**src/rtl/fsw_pkg.sv**
```systemverilog
package fsw_pkg;
  localparam logic [2:0] EVT_STOP_NORM  = 3'd0;
  localparam logic [2:0] EVT_STOP_SLOW  = 3'd1;
  localparam logic [2:0] EVT_IDLE_NORM  = 3'd2;
  localparam logic [2:0] EVT_SLEEP_SLOW = 3'd3;

  localparam int CTL_MAIN_PD = 0;
  localparam int CTL_AUTO_PD = 1;

  typedef struct packed {
    logic go;    // start a wait
    logic slow;  // count the slow enable
    logic lng;   // use the long length
  } wait_req_t;
endpackage

```
**src/rtl/fsw_event_qual.sv**
```systemverilog
module fsw_event_qual
  import fsw_pkg::*;
(
  input  logic       evt_valid,
  input  logic [2:0] evt_code,
  input  logic [1:0] flash_ctl,
  input  logic       busy,
  output wait_req_t  req
);
  always_comb begin
    req = '0;
    if (evt_valid && !busy) begin
      case (evt_code)
        EVT_STOP_NORM: begin
          req.go   = flash_ctl[CTL_MAIN_PD];
          req.slow = 1'b0;
          req.lng  = 1'b1;
        end
        EVT_STOP_SLOW: begin
          req.go   = flash_ctl[CTL_MAIN_PD];
          req.slow = 1'b1;
          req.lng  = 1'b1;
        end
        EVT_IDLE_NORM: begin
          req.go   = !flash_ctl[CTL_AUTO_PD];
          req.slow = 1'b0;
          req.lng  = 1'b0;
        end
        EVT_SLEEP_SLOW: begin
          req.go   = !flash_ctl[CTL_AUTO_PD];
          req.slow = 1'b1;
          req.lng  = 1'b0;
        end
        default: req = '0;
      endcase
    end
  end
endmodule

```
**src/rtl/fsw_wait_timer.sv**
```systemverilog
module fsw_wait_timer
  import fsw_pkg::*;
#(
  parameter int LONG_WAIT  = 1024,
  parameter int SHORT_WAIT = 8
) (
  input  logic      clk,
  input  logic      rst,
  input  wait_req_t start,
  input  logic      hf_tick,
  input  logic      lf_tick,
  output logic      active,
  output logic      periph_hold
);
  localparam int MAXW = (LONG_WAIT > SHORT_WAIT) ? LONG_WAIT : SHORT_WAIT;
  localparam int CW   = $clog2(MAXW + 1);
  localparam logic [CW-1:0] LONG_LAST  = CW'(LONG_WAIT - 1);
  localparam logic [CW-1:0] SHORT_LAST = CW'(SHORT_WAIT - 1);

  logic [CW-1:0] cnt;
  logic          use_slow;
  logic          use_long;
  logic          tick;
  logic [CW-1:0] last;

  assign tick = use_slow ? lf_tick : hf_tick;
  assign last = use_long ? LONG_LAST : SHORT_LAST;

  always_ff @(posedge clk) begin
    if (rst) begin
      active      <= 1'b1;
      periph_hold <= 1'b1;
      cnt         <= '0;
      use_slow    <= 1'b0;
      use_long    <= 1'b1;
    end else if (active) begin
      if (tick) begin
        if (cnt == last) begin
          active      <= 1'b0;
          periph_hold <= 1'b0;
          cnt         <= '0;
        end else begin
          cnt <= cnt + 1'b1;
        end
      end
    end else if (start.go) begin
      active   <= 1'b1;
      cnt      <= '0;
      use_slow <= start.slow;
      use_long <= start.lng;
    end
  end
endmodule

```
**src/rtl/fsw_irq_latch.sv**
```systemverilog
module fsw_irq_latch #(
  parameter int IRQ_N = 8
) (
  input  logic             clk,
  input  logic             rst,
  input  logic [IRQ_N-1:0] irq_req,
  input  logic             allow,
  output logic [IRQ_N-1:0] irq_svc
);
  logic [IRQ_N-1:0] pend;
  logic [IRQ_N-1:0] pick;
  logic [IRQ_N-1:0] clr;

  for (genvar i = 0; i < IRQ_N; i++) begin : g_pick
    if (i == 0) begin : g_first
      assign pick[i] = pend[i];
    end else begin : g_rest
      assign pick[i] = pend[i] & ~(|pend[i-1:0]);
    end
  end

  assign clr = allow ? pick : '0;

  always_ff @(posedge clk) begin
    if (rst) begin
      pend    <= '0;
      irq_svc <= '0;
    end else begin
      pend    <= (pend & ~clr) | irq_req;
      irq_svc <= clr;
    end
  end
endmodule

```
**src/rtl/flash_settle_seq.sv**
```systemverilog
module flash_settle_seq
  import fsw_pkg::*;
#(
  parameter int LONG_WAIT  = 1024,
  parameter int SHORT_WAIT = 8,
  parameter int IRQ_N      = 8
) (
  input  logic             clk,
  input  logic             rst,
  input  logic             evt_valid,
  input  logic [2:0]       evt_code,
  input  logic [1:0]       flash_ctl,
  input  logic             hf_tick,
  input  logic             lf_tick,
  input  logic [IRQ_N-1:0] irq_req,
  input  logic             irq_master_en,
  output logic             cpu_halt,
  output logic             periph_halt,
  output logic             wait_active,
  output logic [IRQ_N-1:0] irq_svc
);
  wait_req_t req;
  logic      active;
  logic      hold;
  logic      allow;

  fsw_event_qual u_qual (
    .evt_valid (evt_valid),
    .evt_code  (evt_code),
    .flash_ctl (flash_ctl),
    .busy      (active),
    .req       (req)
  );

  fsw_wait_timer #(
    .LONG_WAIT  (LONG_WAIT),
    .SHORT_WAIT (SHORT_WAIT)
  ) u_timer (
    .clk         (clk),
    .rst         (rst),
    .start       (req),
    .hf_tick     (hf_tick),
    .lf_tick     (lf_tick),
    .active      (active),
    .periph_hold (hold)
  );

  // service only when no wait is running or about to start
  assign allow = irq_master_en && !active && !req.go;

  fsw_irq_latch #(
    .IRQ_N (IRQ_N)
  ) u_irq (
    .clk     (clk),
    .rst     (rst),
    .irq_req (irq_req),
    .allow   (allow),
    .irq_svc (irq_svc)
  );

  assign cpu_halt    = active;
  assign wait_active = active;
  assign periph_halt = hold;
endmodule

```
**config.mk**
```make
export PLATFORM = sky130hd
export DESIGN_NAME = flash_settle_seq
export DESIGN_NICKNAME = d
export VERILOG_FILES = /design/src/rtl/fsw_pkg.sv /design/src/rtl/fsw_event_qual.sv /design/src/rtl/fsw_wait_timer.sv /design/src/rtl/fsw_irq_latch.sv /design/src/rtl/flash_settle_seq.sv
export SDC_FILE = /design/constraint.sdc
export NUM_CORES = 1
export LEC_CHECK = 0
export ABC_AREA = 1
export BUFFER_PORTS_ARGS = -buffer_cell sky130_fd_sc_hd__buf_4
export CELL_PAD_IN_SITES_DETAIL_PLACEMENT = 1
export CELL_PAD_IN_SITES_GLOBAL_PLACEMENT = 1
export CORE_MARGIN = 2
export CORE_UTILIZATION = 42
export DETAILED_ROUTE_END_ITERATION = 10
export GPL_ROUTABILITY_DRIVEN = 0
export PLACE_DENSITY = 0.84
export SKIP_LAST_GASP = 1
export SLEW_MARGIN = 20
export SYNTH_ARGS = -nofsm -noshare
export SYNTH_HDL_FRONTEND = slang
export SYNTH_HIERARCHICAL = 1
export SYNTH_SLANG_ARGS = --single-unit
```
**constraint.sdc**
```tcl
create_clock -name clk -period 2.7 [get_ports clk]
set_input_delay 0.27 -clock clk [delete_from_list [all_inputs] [get_ports clk]]
set_output_delay 0.27 -clock clk [all_outputs]
set_load 0.1 [all_outputs]
```
==> results of run 1 <==
[worst min-delay path by stage]
| stage | from | to | slack (ps) | depth (start not counted) |
|---|---|---|---|---|
| after floorplan | irq_req[0] | u_irq/pend[0] | 390 | 2 |
| after global placement | u_timer/periph_hold | u_timer/periph_hold | 450 | 2 |
| after detailed placement | u_timer/periph_hold | u_timer/periph_hold | 450 | 2 |
| after CTS | irq_req[3] | u_irq/pend[3] | 190 | 3 |
| after global routing | irq_req[0] | u_irq/pend[0] | 200 | 3 |
| final | irq_req[3] | u_irq/pend[3] | 190 | 3 |
[stage by stage]
stage	hold slack [ps]	setup slack, ps	instances	util
after floorplan	387.4	538.2	216	-
after global placement	449.4	1058	287	0.4997
after detailed placement	445.2	996.3	287	0.4997
after CTS	186.3	965.9	294	0.5277
after global routing	201.1	855.0	294	0.5277
final	194.0	986.1	294	0.5277
[layer usage]
layer / up-vias / track usage / part of all wire
met4: 0 / 0.07292 / 0.015
li1: 752 / - / -
met5: - / 0 / 0
met2: 22 / 0.3329 / 0.47
met3: 5 / 0.05651 / 0.036
met1: 695 / 0.2479 / 0.48
[sequential cells by signal (all words and copies together), names as in the netlist]
signal               flops
u_timer/active           1
u_timer/cnt             11
u_irq/irq_svc            8
u_irq/pend               8
u_timer/use_slow         1
u_timer/periph_hold      1
u_timer/use_long         1
[worst register-to-register path, stage by stage, from the launching register on]
cell and delay, ps:
dfxtp_1 550, nor2_1 100, nand2_1 70, inv_1 60, nor2_2 240, inv_2 100
or2_4 260, o21bai_2 130, a21oi_1 80
[where the power goes]
part	internal, mW	switching (mW)
logic	0.0321	0.0415
registers	0.469	0.00931
clock network	0.270	0.166
total	0.771	0.217
[placed cells by master, fill, tap and decap left out]
cell type / count
nand2_1: 52
dfxtp_1: 31
buf_4: 29
inv_1: 23
nor2_1: 21
a21oi_1: 14
nand3_1: 9
nand3_2: 7
nand4_1: 6
inv_2: 6
a21oi_2: 6
nor2_2: 5
clkbuf_8: 5
o21ai_1: 3
nand3b_1: 3
nand2_2: 3
o21ai_0: 3
nor4_1: 2
nor3_1: 2
clkbuf_1: 1
bufinv_16: 1
nor4b_2: 1
or2_4: 1
nor4_4: 1
o21bai_2: 1
nor2_4: 1
o21ai_4: 1
nand2_4: 1
a21o_1: 1
clkinv_1: 1
o21bai_1: 1
or2_0: 1
xnor2_1: 1
or2_2: 1
ha_1: 1
[logic make-up after synthesis]
family,share of synthesized area
AO/OA/AOI/OAI,0.1225
flip-flops,0.3896
AND/OR/NAND/NOR,0.3779
adder cells (fa/ha/maj),0.007854
buffers and inverters,0.09661
XOR/XNOR,0.005500
[final cells by class]
class	count	share of cell area
Clock buffer	6	0.03756
Clock inverter	1	0.01554
Inverter	30	0.05829
Multi-Input combinational cell	149	0.4236
Sequential cell	31	0.3212
Tap cell	48	0.03109
Timing Repair Buffer	29	0.1127
==> impl_metrics.env, run 1 <==
export IMPL_multiInputGateArea_um2=818.3
export IMPL_ys_seq_area_frac=0.3896
export IMPL_crit_fanout=12
export IMPL_final_cell_area_mm2=0.001932
export IMPL_crit_type="flip-flop to flip-flop"
export IMPL_route_vias_total=1474
export IMPL_synth_top_area_share=0.3896
export IMPL_critical_path_required_ps=2850
export IMPL_postCtsSetupRepairBufs=0
export IMPL_cts_tree="done"
export IMPL_hold_class="primary input to flip-flop"
export IMPL_finalSetupViolations=0
export IMPL_drive_above_1_share=0.2846
export IMPL_std_cell_rows=22
export IMPL_reg2reg_to="u_irq/pend[7]"
export IMPL_crit_start="u_timer/active"
export IMPL_viasPerCell=5.014
export IMPL_drt_iter0_markers=61
export IMPL_antenna_found_initial=0
export IMPL_seq_area_um2=620.6
export IMPL_synth_area_leaders="dfxtp_1 (39%), nand2_1 (12%), inv_1 (5.4%)"
export IMPL_path_depth=8
export IMPL_die_w_um=65.58
export IMPL_placed_area_mm2=0.001829
export IMPL_slew_headroom=0.7498
export IMPL_wl_per_cell_um=12.93
export IMPL_worstSkewPairLatency_ps=280
export IMPL_fmax_ghz=0.5835
export IMPL_cts_root_buf="clkbuf_8"
export IMPL_endpoint_kind="flip-flop"
export IMPL_finalHoldViolCount=0
export IMPL_tightestPinTransition_ps=374.8
export IMPL_track_usage=0.2008
export IMPL_r2r_start="u_timer/active"
export IMPL_die_area_mm2=0.004301
export IMPL_synth_commonest_cells="nand2_1 (52), dfxtp_1 (31), inv_1 (23)"
export IMPL_nFillCells=476
export IMPL_ioPinCount=30
export IMPL_clock_path_buffers=2
export IMPL_fin_crit_ps=1714
export IMPL_drv_slew=0
export IMPL_cts_htree_levels=2
export IMPL_rrSetupSlack_ps=990
export IMPL_r2r_cells=8
export IMPL_grt_start_max_net_pins=27
export IMPL_hold_buffers=0
export IMPL_critical_path_top_delay_family="simple AND/OR/NAND/NOR gates"
export IMPL_clock_sinks=31
export IMPL_cts_resized=0
export IMPL_syn2layout_area_growth_pct=21.29
export IMPL_synth_nets=236
export IMPL_layout_nets=266
export IMPL_arrival_ps=1870
export IMPL_postSynth_asyncResetShare=0
export IMPL_synth_edf_count=0
export IMPL_start_util=0.4351
export IMPL_synthesis_instances=216
export IMPL_rsz0062_at_grt="false"
export IMPL_power_total_mw=0.9876
export IMPL_synth_distinct_cells=34
export IMPL_path_clk_slew_ps=60
export IMPL_cts_buffers_inserted=5
export IMPL_die_height_um=65.58
export IMPL_cp_cell_sequence="nor2_1 > nand2_1 > inv_1 > nor2_2 > inv_2 > or2_4 > o21bai_2 > a21oi_1"
export IMPL_synth_most_common_cell="nand2_1"
export IMPL_antenna_cells=0
export IMPL_syn_area_mm2=0.001593
export IMPL_totalWireLength_um=3801
export IMPL_grt_overflow_total=0
export IMPL_peakVddDrop_mv=0.3232
export IMPL_power_density_mw_per_mm2=511.2
export IMPL_grt_pass1_vias=1443
export IMPL_yosys_warnings=6
export IMPL_grt_pass1_wl_um=6417
export IMPL_crit_slowest_cell="dfxtp_1"
export IMPL_ant_nets=0
export IMPL_fin_skew_ps=4.803
export IMPL_leakagePower_nw=0.8352
export IMPL_slowest_delay_ps=550
export IMPL_synth_seq_cells=31
export IMPL_io_buffers=29
export IMPL_ys_flop_type="dfxtp_1"
export IMPL_dr_pass1_iters=4
export IMPL_cp_num_buf_inv=2
export IMPL_max_cap_violations=0
export IMPL_drc=0
export IMPL_fin_crit_sh=0.6348
export IMPL_design_core_area_mm2=0.003661
export IMPL_yosys_area_top_type="dfxtp_1"
export IMPL_setup_tns_ps=0
export IMPL_crit_path_end="u_irq/pend[7]"
export IMPL_hpwl_um=2763
export IMPL_status="finished, final reports clean"
export IMPL_avgSynthCellArea_um2=7.374
export IMPL_critPathLaunchType="flip-flop"
(Power assumes the default switching activity.)
==> inputs of run 2 (changes only) <==
Settings changed: ABC_AREA 1 to 0, CORE_UTILIZATION 42 to 39, PLACE_DENSITY 0.84 to 0.78.
Clock period 2.7 ns to 1.6 ns, I/O delays scaled along.
==> impl_metrics.env, run 2 <==
export IMPL_path_clk_slew_ps=100
export IMPL_syn2layout_area_growth_pct=38.41
export IMPL_io_buffers=29
export IMPL_synthXorXnorAreaFrac=0.01262
export IMPL_power_frac_seq=0.507
export IMPL_die_w_um=63.65
export IMPL_power_total_mw=1.609
export IMPL_critical_path_top_delay_family="simple AND/OR/NAND/NOR gates"
export IMPL_crit_top_cell="or3b_4"
export IMPL_cts_tree="done"
export IMPL_drv_slew=0
export IMPL_grt_pass1_vias=1328
export IMPL_synth_nets=175
export IMPL_synth_most_common_cell="dfxtp_1"
export IMPL_viasPerCell=5.363
export IMPL_largest_reg_flops=11
export IMPL_std_cell_rows=21
export IMPL_ys_flop_type="dfxtp_1"
export IMPL_layout_cells_most_common="buf_4"
export IMPL_fin_crit_ps=1669
export IMPL_critPathLaunchType="flip-flop"
export IMPL_clock_sinks=31
export IMPL_clock_path_buffers=2
export IMPL_fmax_ghz=0.5991
export IMPL_fin_ws_ps=-69.10
export IMPL_synth_edf_count=0
export IMPL_top_regs="u_timer/cnt (11), u_irq/irq_svc (8), u_irq/pend (8)"
export IMPL_top_register="u_timer/cnt"
export IMPL_crit_slowest_cell="or3b_4"
export IMPL_antenna_found_initial=0
export IMPL_p_comb_frac=0.089
export IMPL_drt_iter0_markers=44
export IMPL_slew_headroom=0.7425
export IMPL_totalWireLength_um=4011
export IMPL_synth_commonest_cells="dfxtp_1 (31), nor2_1 (15), a21oi_1 (14), nand2_1 (14), inv_1 (7)"
export IMPL_postCtsSetupRepairBufs=0
export IMPL_swShare=0.2323
export IMPL_ys_seq_area_frac=0.4472
export IMPL_finalSetupViolations=7
export IMPL_synth_seq_cells=31
export IMPL_fin_crit_sh=1.043
export IMPL_hpwl_um=2697
export IMPL_drive_above_1_share=0.3812
export IMPL_cts_htree_levels=2
export IMPL_cp_num_buf_inv=0
export IMPL_dr_pass1_iters=4
export IMPL_max_cap_violations=0
export IMPL_muxShareOfSynthArea=0.04509
export IMPL_power_switching_mw=0.3737
export IMPL_synth_adder_area_share=0.009017
export IMPL_endpoint_kind="flip-flop"
export IMPL_synth_compound_area_share=0.1127
export IMPL_design_core_area_mm2=0.003390
export IMPL_track_usage=0.2023
export IMPL_intPower_mw=1.235
export IMPL_wl_per_cell_um=16.17
export IMPL_status="complete, but fails checks"
export IMPL_mostFrequentLayoutCells="buf_4 (44), dfxtp_1 (28), nor2_1 (15), nand2_1 (14), a21oi_1 (10)"
export IMPL_ant_nets=0
export IMPL_ioPinCount=30
export IMPL_hold_buffers=0
export IMPL_worstSkewPairLatency_ps=330
export IMPL_postSynth_asyncResetShare=0
export IMPL_layout_nets=221
export IMPL_drc=0
export IMPL_yosys_area_top_type="dfxtp_1"
export IMPL_leakagePower_nw=0.7825
export IMPL_synthesis_instances=155
export IMPL_antenna_cells=0
export IMPL_start_util=0.4094
export IMPL_tightestPinTransition_ps=380.8
export IMPL_die_height_um=63.65
export IMPL_finalHoldViolCount=0
export IMPL_crit_type="flip-flop to flip-flop"
export IMPL_crit_fanout=6
export IMPL_violations="negative setup slack"
export IMPL_whs_ps=29.85
export IMPL_cts_root_buf="clkbuf_4"
export IMPL_cts_buffers_inserted=5
export IMPL_yosys_warnings=6
export IMPL_slowest_delay_ps=450
export IMPL_rsz0062_at_grt="true"
export IMPL_syn_area_mm2=0.001388
export IMPL_route_vias_total=1330
export IMPL_avgSynthCellArea_um2=8.952
export IMPL_synth_distinct_cells=43
export IMPL_hold_class="primary input to flip-flop"
export IMPL_yosys_area_share_simple=0.3237
export IMPL_cp_cell_sequence="or3b_4 > a21oi_4 > nor3b_2 > or3b_4 > nor4_2 > nor3_1"
export IMPL_grt_overflow_total=0
export IMPL_grt_start_max_net_pins=13
export IMPL_synth_top_family_by_area="simple AND/OR/NAND/NOR gates"
export IMPL_synth_area_leaders="dfxtp_1 (45%), a21oi_1 (5.0%), nor2_1 (4.1%)"
export IMPL_grt_pass1_wl_um=6444
export IMPL_power_density_mw_per_mm2=837.7
export IMPL_fin_skew_ps=8.979
export IMPL_clockPowerShare=0.404
export IMPL_die_area_mm2=0.004051
export IMPL_arrival_ps=1890
export IMPL_peakVddDrop_mv=0.6816
export IMPL_synth_top_area_share=0.4472
export IMPL_critical_path_required_ps=1820
-- run 2: cell type report --
type | count | area, um^2
clock buffer | 6 | 51.30
sequential | 31 | 626.9
clock inverter | 2 | 35.03
multi-input combinational | 110 | 777.0
timing repair buffer | 46 | 346.6
tap | 46 | 57.56
inverter | 7 | 26.28
fill | 399 | 1469
-- run 2: path summary, 6_finish.rpt --
kind                       start             endpoint  slack [ps]  cells after the start
max               u_timer/active        u_irq/pend[7]         -70                      6
min                   irq_req[1]        u_irq/pend[1]          30                      3
max reg2reg       u_timer/active        u_irq/pend[7]         -70                      6
min reg2reg  u_timer/periph_hold  u_timer/periph_hold         480                      2
-- run 2: layer usage --
metal | global-route usage | vias to the layer above | wire [um]
li1 | - | 646 | -
met1 | 0.2781 | 636 | 1776
met2 | 0.3145 | 39 | 1975
met3 | 0.04286 | 9 | 162
met4 | 0.06793 | 0 | 95
met5 | 0 | - | 0
-- run 2: per-stage QoR --
stage                     setup WS, ps  instances  cell area [um^2]    util  setup TNS, ps
after floorplan                 -325.1        155              1400       -          -2011
after global placement          -23.13        239              1752  0.5168         -38.59
after detailed placement        -115.1        239              1752  0.5168         -798.9
after CTS                       -18.92        248              1876  0.5533         -57.01
after global routing            -160.0        248              1921  0.5666          -1404
final                           -69.10        248              1921  0.5666         -147.7
-- run 2: repair_timing --
item / 4_1_cts / 5_1_grt
gates cloned: 1 / 0
resized for setup: 8 / 10
pin swaps: 2 / 3
setup endpoints to repair: 15 / 22
endpoints found under the hold margin: 0 / 0
-- run 2: cells by family after synthesis --
| group | after synthesis |
|---|---|
| fa+ha+maj | 1 |
| flops | 31 |
| compound gates | 26 |
| mux | 6 |
| buf+inv | 14 |
| xor+xnor | 2 |
| simple gates | 75 |
-- run 2: worst register-to-register path: stages (launching register included) --
cell and delay [ps]:
dfxtp_4 360, or3b_4 140, a21oi_4 40, nor3b_2 220
or3b_4 450, nor4_2 290, nor3_1 70
-- run 2: power groups by stage --
stage	Clock [mW]	Combinational (mW)	Sequential, mW
CTS	0.666	0.132	0.811
global placement	0	0.119	0.826
detailed placement	0	0.124	0.828
finish	0.649	0.144	0.816
floorplan	0	0.0667	0.820
global route	0.709	0.158	0.821
==> inputs of run 3 (changes only) <==
Settings changed: CORE_UTILIZATION 39 to 30, PLACE_DENSITY 0.78 to 0.63.
==> impl_metrics.env, run 3 (synthesis results as in run 2) <==
export IMPL_syn2layout_area_growth_pct=42.83
export IMPL_finalHoldViolCount=0
export IMPL_top_register="u_timer/cnt"
export IMPL_top_regs="u_timer/cnt (11), u_irq/irq_svc (8), u_irq/pend (8)"
export IMPL_antenna_found_initial=0
export IMPL_layout_cells_most_common="buf_4"
export IMPL_cp_cell_sequence="or3b_4 > a21oi_4 > buf_6 > mux2_4 > nor2_4 > a22o_1"
export IMPL_status="complete, but fails checks"
export IMPL_grt_pass1_vias=1341
export IMPL_fmax_ghz=0.6215
export IMPL_die_area_mm2=0.005185
export IMPL_power_density_mw_per_mm2=855.6
export IMPL_drc=0
export IMPL_r2r_start="u_timer/active"
export IMPL_cts_buffers_inserted=5
export IMPL_crit_start="u_timer/active"
export IMPL_rrSetupSlack_ps=-9
export IMPL_mostFrequentLayoutCells="buf_4 (43), dfxtp_1 (27), nor2_1 (14), nand2_1 (13), a21oi_1 (9)"
export IMPL_critPathLaunchType="flip-flop"
export IMPL_hold_buffers=0
export IMPL_critical_path_required_ps=1780
export IMPL_hold_start="irq_req[1]"
export IMPL_fin_crit_ps=1609
export IMPL_endpoint_kind="flip-flop"
export IMPL_track_usage=0.1577
export IMPL_cts_htree_levels=2
export IMPL_clock_path_buffers=2
export IMPL_layout_nets=221
export IMPL_slew_headroom=0.7660
export IMPL_path_depth=6
export IMPL_peakVddDrop_mv=0.2855
export IMPL_clock_sinks=31
export IMPL_reg2reg_to="u_timer/cnt[1]"
export IMPL_fin_skew_ps=3.080
export IMPL_critical_path_top_delay_family="simple AND/OR/NAND/NOR gates"
export IMPL_hpwl_um=2690
export IMPL_crit_slowest_cell="or3b_4"
export IMPL_max_cap_violations=0
export IMPL_antenna_cells=0
export IMPL_die_w_um=72.01
export IMPL_stdcell_count=254
export IMPL_finalSetupViolations=2
export IMPL_totalWireLength_um=3733
export IMPL_io_buffers=29
export IMPL_setup_tns_ps=-11.48
export IMPL_std_cell_rows=24
export IMPL_hold_class="primary input to flip-flop"
export IMPL_viasPerCell=5.130
export IMPL_nFillCells=532
export IMPL_cp_num_buf_inv=1
export IMPL_drt_iter0_markers=32
export IMPL_arrival_ps=1790
export IMPL_dp_slack_ps=-101.5
export IMPL_drive_above_1_share=0.4109
export IMPL_grt_pass1_wl_um=6161
export IMPL_fin_ws_ps=-9.015
export IMPL_drv_slew=0
export IMPL_ioPinCount=30
export IMPL_rsz0062_at_grt="true"
export IMPL_fin_crit_sh=1.006
export IMPL_design_core_area_mm2=0.004414
export IMPL_place_inst=244
export IMPL_route_vias_total=1303
export IMPL_r2r_cells=6
export IMPL_crit_fanout=8
export IMPL_leakagePower_nw=0.8262
export IMPL_crit_path_end="u_timer/cnt[1]"
export IMPL_grt_start_max_net_pins=14
export IMPL_worstSkewPairLatency_ps=280
export IMPL_slowest_delay_ps=390
export IMPL_grt_overflow_total=0
export IMPL_post_route_util=0.4490
export IMPL_die_height_um=72.01
export IMPL_crit_type="flip-flop to flip-flop"
export IMPL_cts_tree="done"
export IMPL_violations="negative setup slack"
export IMPL_start_util=0.3143
export IMPL_ant_nets=0
export IMPL_dr_pass1_iters=4
export IMPL_tightestPinTransition_ps=347.7
export IMPL_wl_per_cell_um=14.70
export IMPL_path_clk_slew_ps=70
export IMPL_largest_reg_flops=11
export IMPL_cts_root_buf="clkbuf_8"
run 3: final cells by class:
type	instances	area [um^2]	area share
Timing Repair Buffer	46	350.3	0.1768
Clock buffer	7	107.6	0.05429
Tap cell	52	65.06	0.03283
Multi-Input combinational cell	110	799.5	0.4034
Sequential cell	31	628.1	0.3169
Inverter	7	26.28	0.01326
Clock inverter	1	5.005	0.002525
run 3: worst min path at each step:
stage                    end  slack, ps  depth (start not counted)
6_report       u_irq/pend[1]         80                          3
5_1_grt        u_irq/pend[2]         80                          3
4_1_cts        u_irq/pend[2]         70                          3
3_5_place_dp   u_irq/pend[1]        380                          3
3_3_place_gp   u_irq/pend[1]        370                          3
2_1_floorplan  u_irq/pend[0]        280                          2
run 3: metrics by stage:
stage	total power, mW	hold slack, ps	cell area [um^2]
2_1_floorplan	0.8871	277.4	1400
3_3_place_gp	0.9484	370.9	1752
3_5_place_dp	0.9561	376.6	1752
4_1_cts	1.718	73.53	1918
5_1_grt	1.774	82.98	1982
6_report	1.696	81.26	1982
run 3: worst min-delay path, stage by stage:
cell	delay [ps]
buf_4	80
a21oi_1	30
nor2_1	60
run 3: report_power, final:
part / switching, mW / leakage, nW / internal [mW] / total [mW]
registers: 0.0235 / 0.254 / 0.789 / 0.813
logic: 0.0659 / 0.513 / 0.0778 / 0.144
clock network: 0.299 / 0.0594 / 0.440 / 0.739
total: 0.388 / 0.826 / 1.31 / 1.70
run 3: repair_timing:
action,CTS,global route
endpoints found under the setup margin,17,19
cloned,1,0
setup buffers,0,1
pin swaps,2,11
resized for setup,11,14
run 3: per-layer routing:
layer,share of wire,vias to the layer above,GRT usage
li1,-,647,-
met1,0.40,627,0.1651
met2,0.54,21,0.2912
met3,0.038,8,0.04583
met4,0.018,0,0.06918
met5,0,-,0
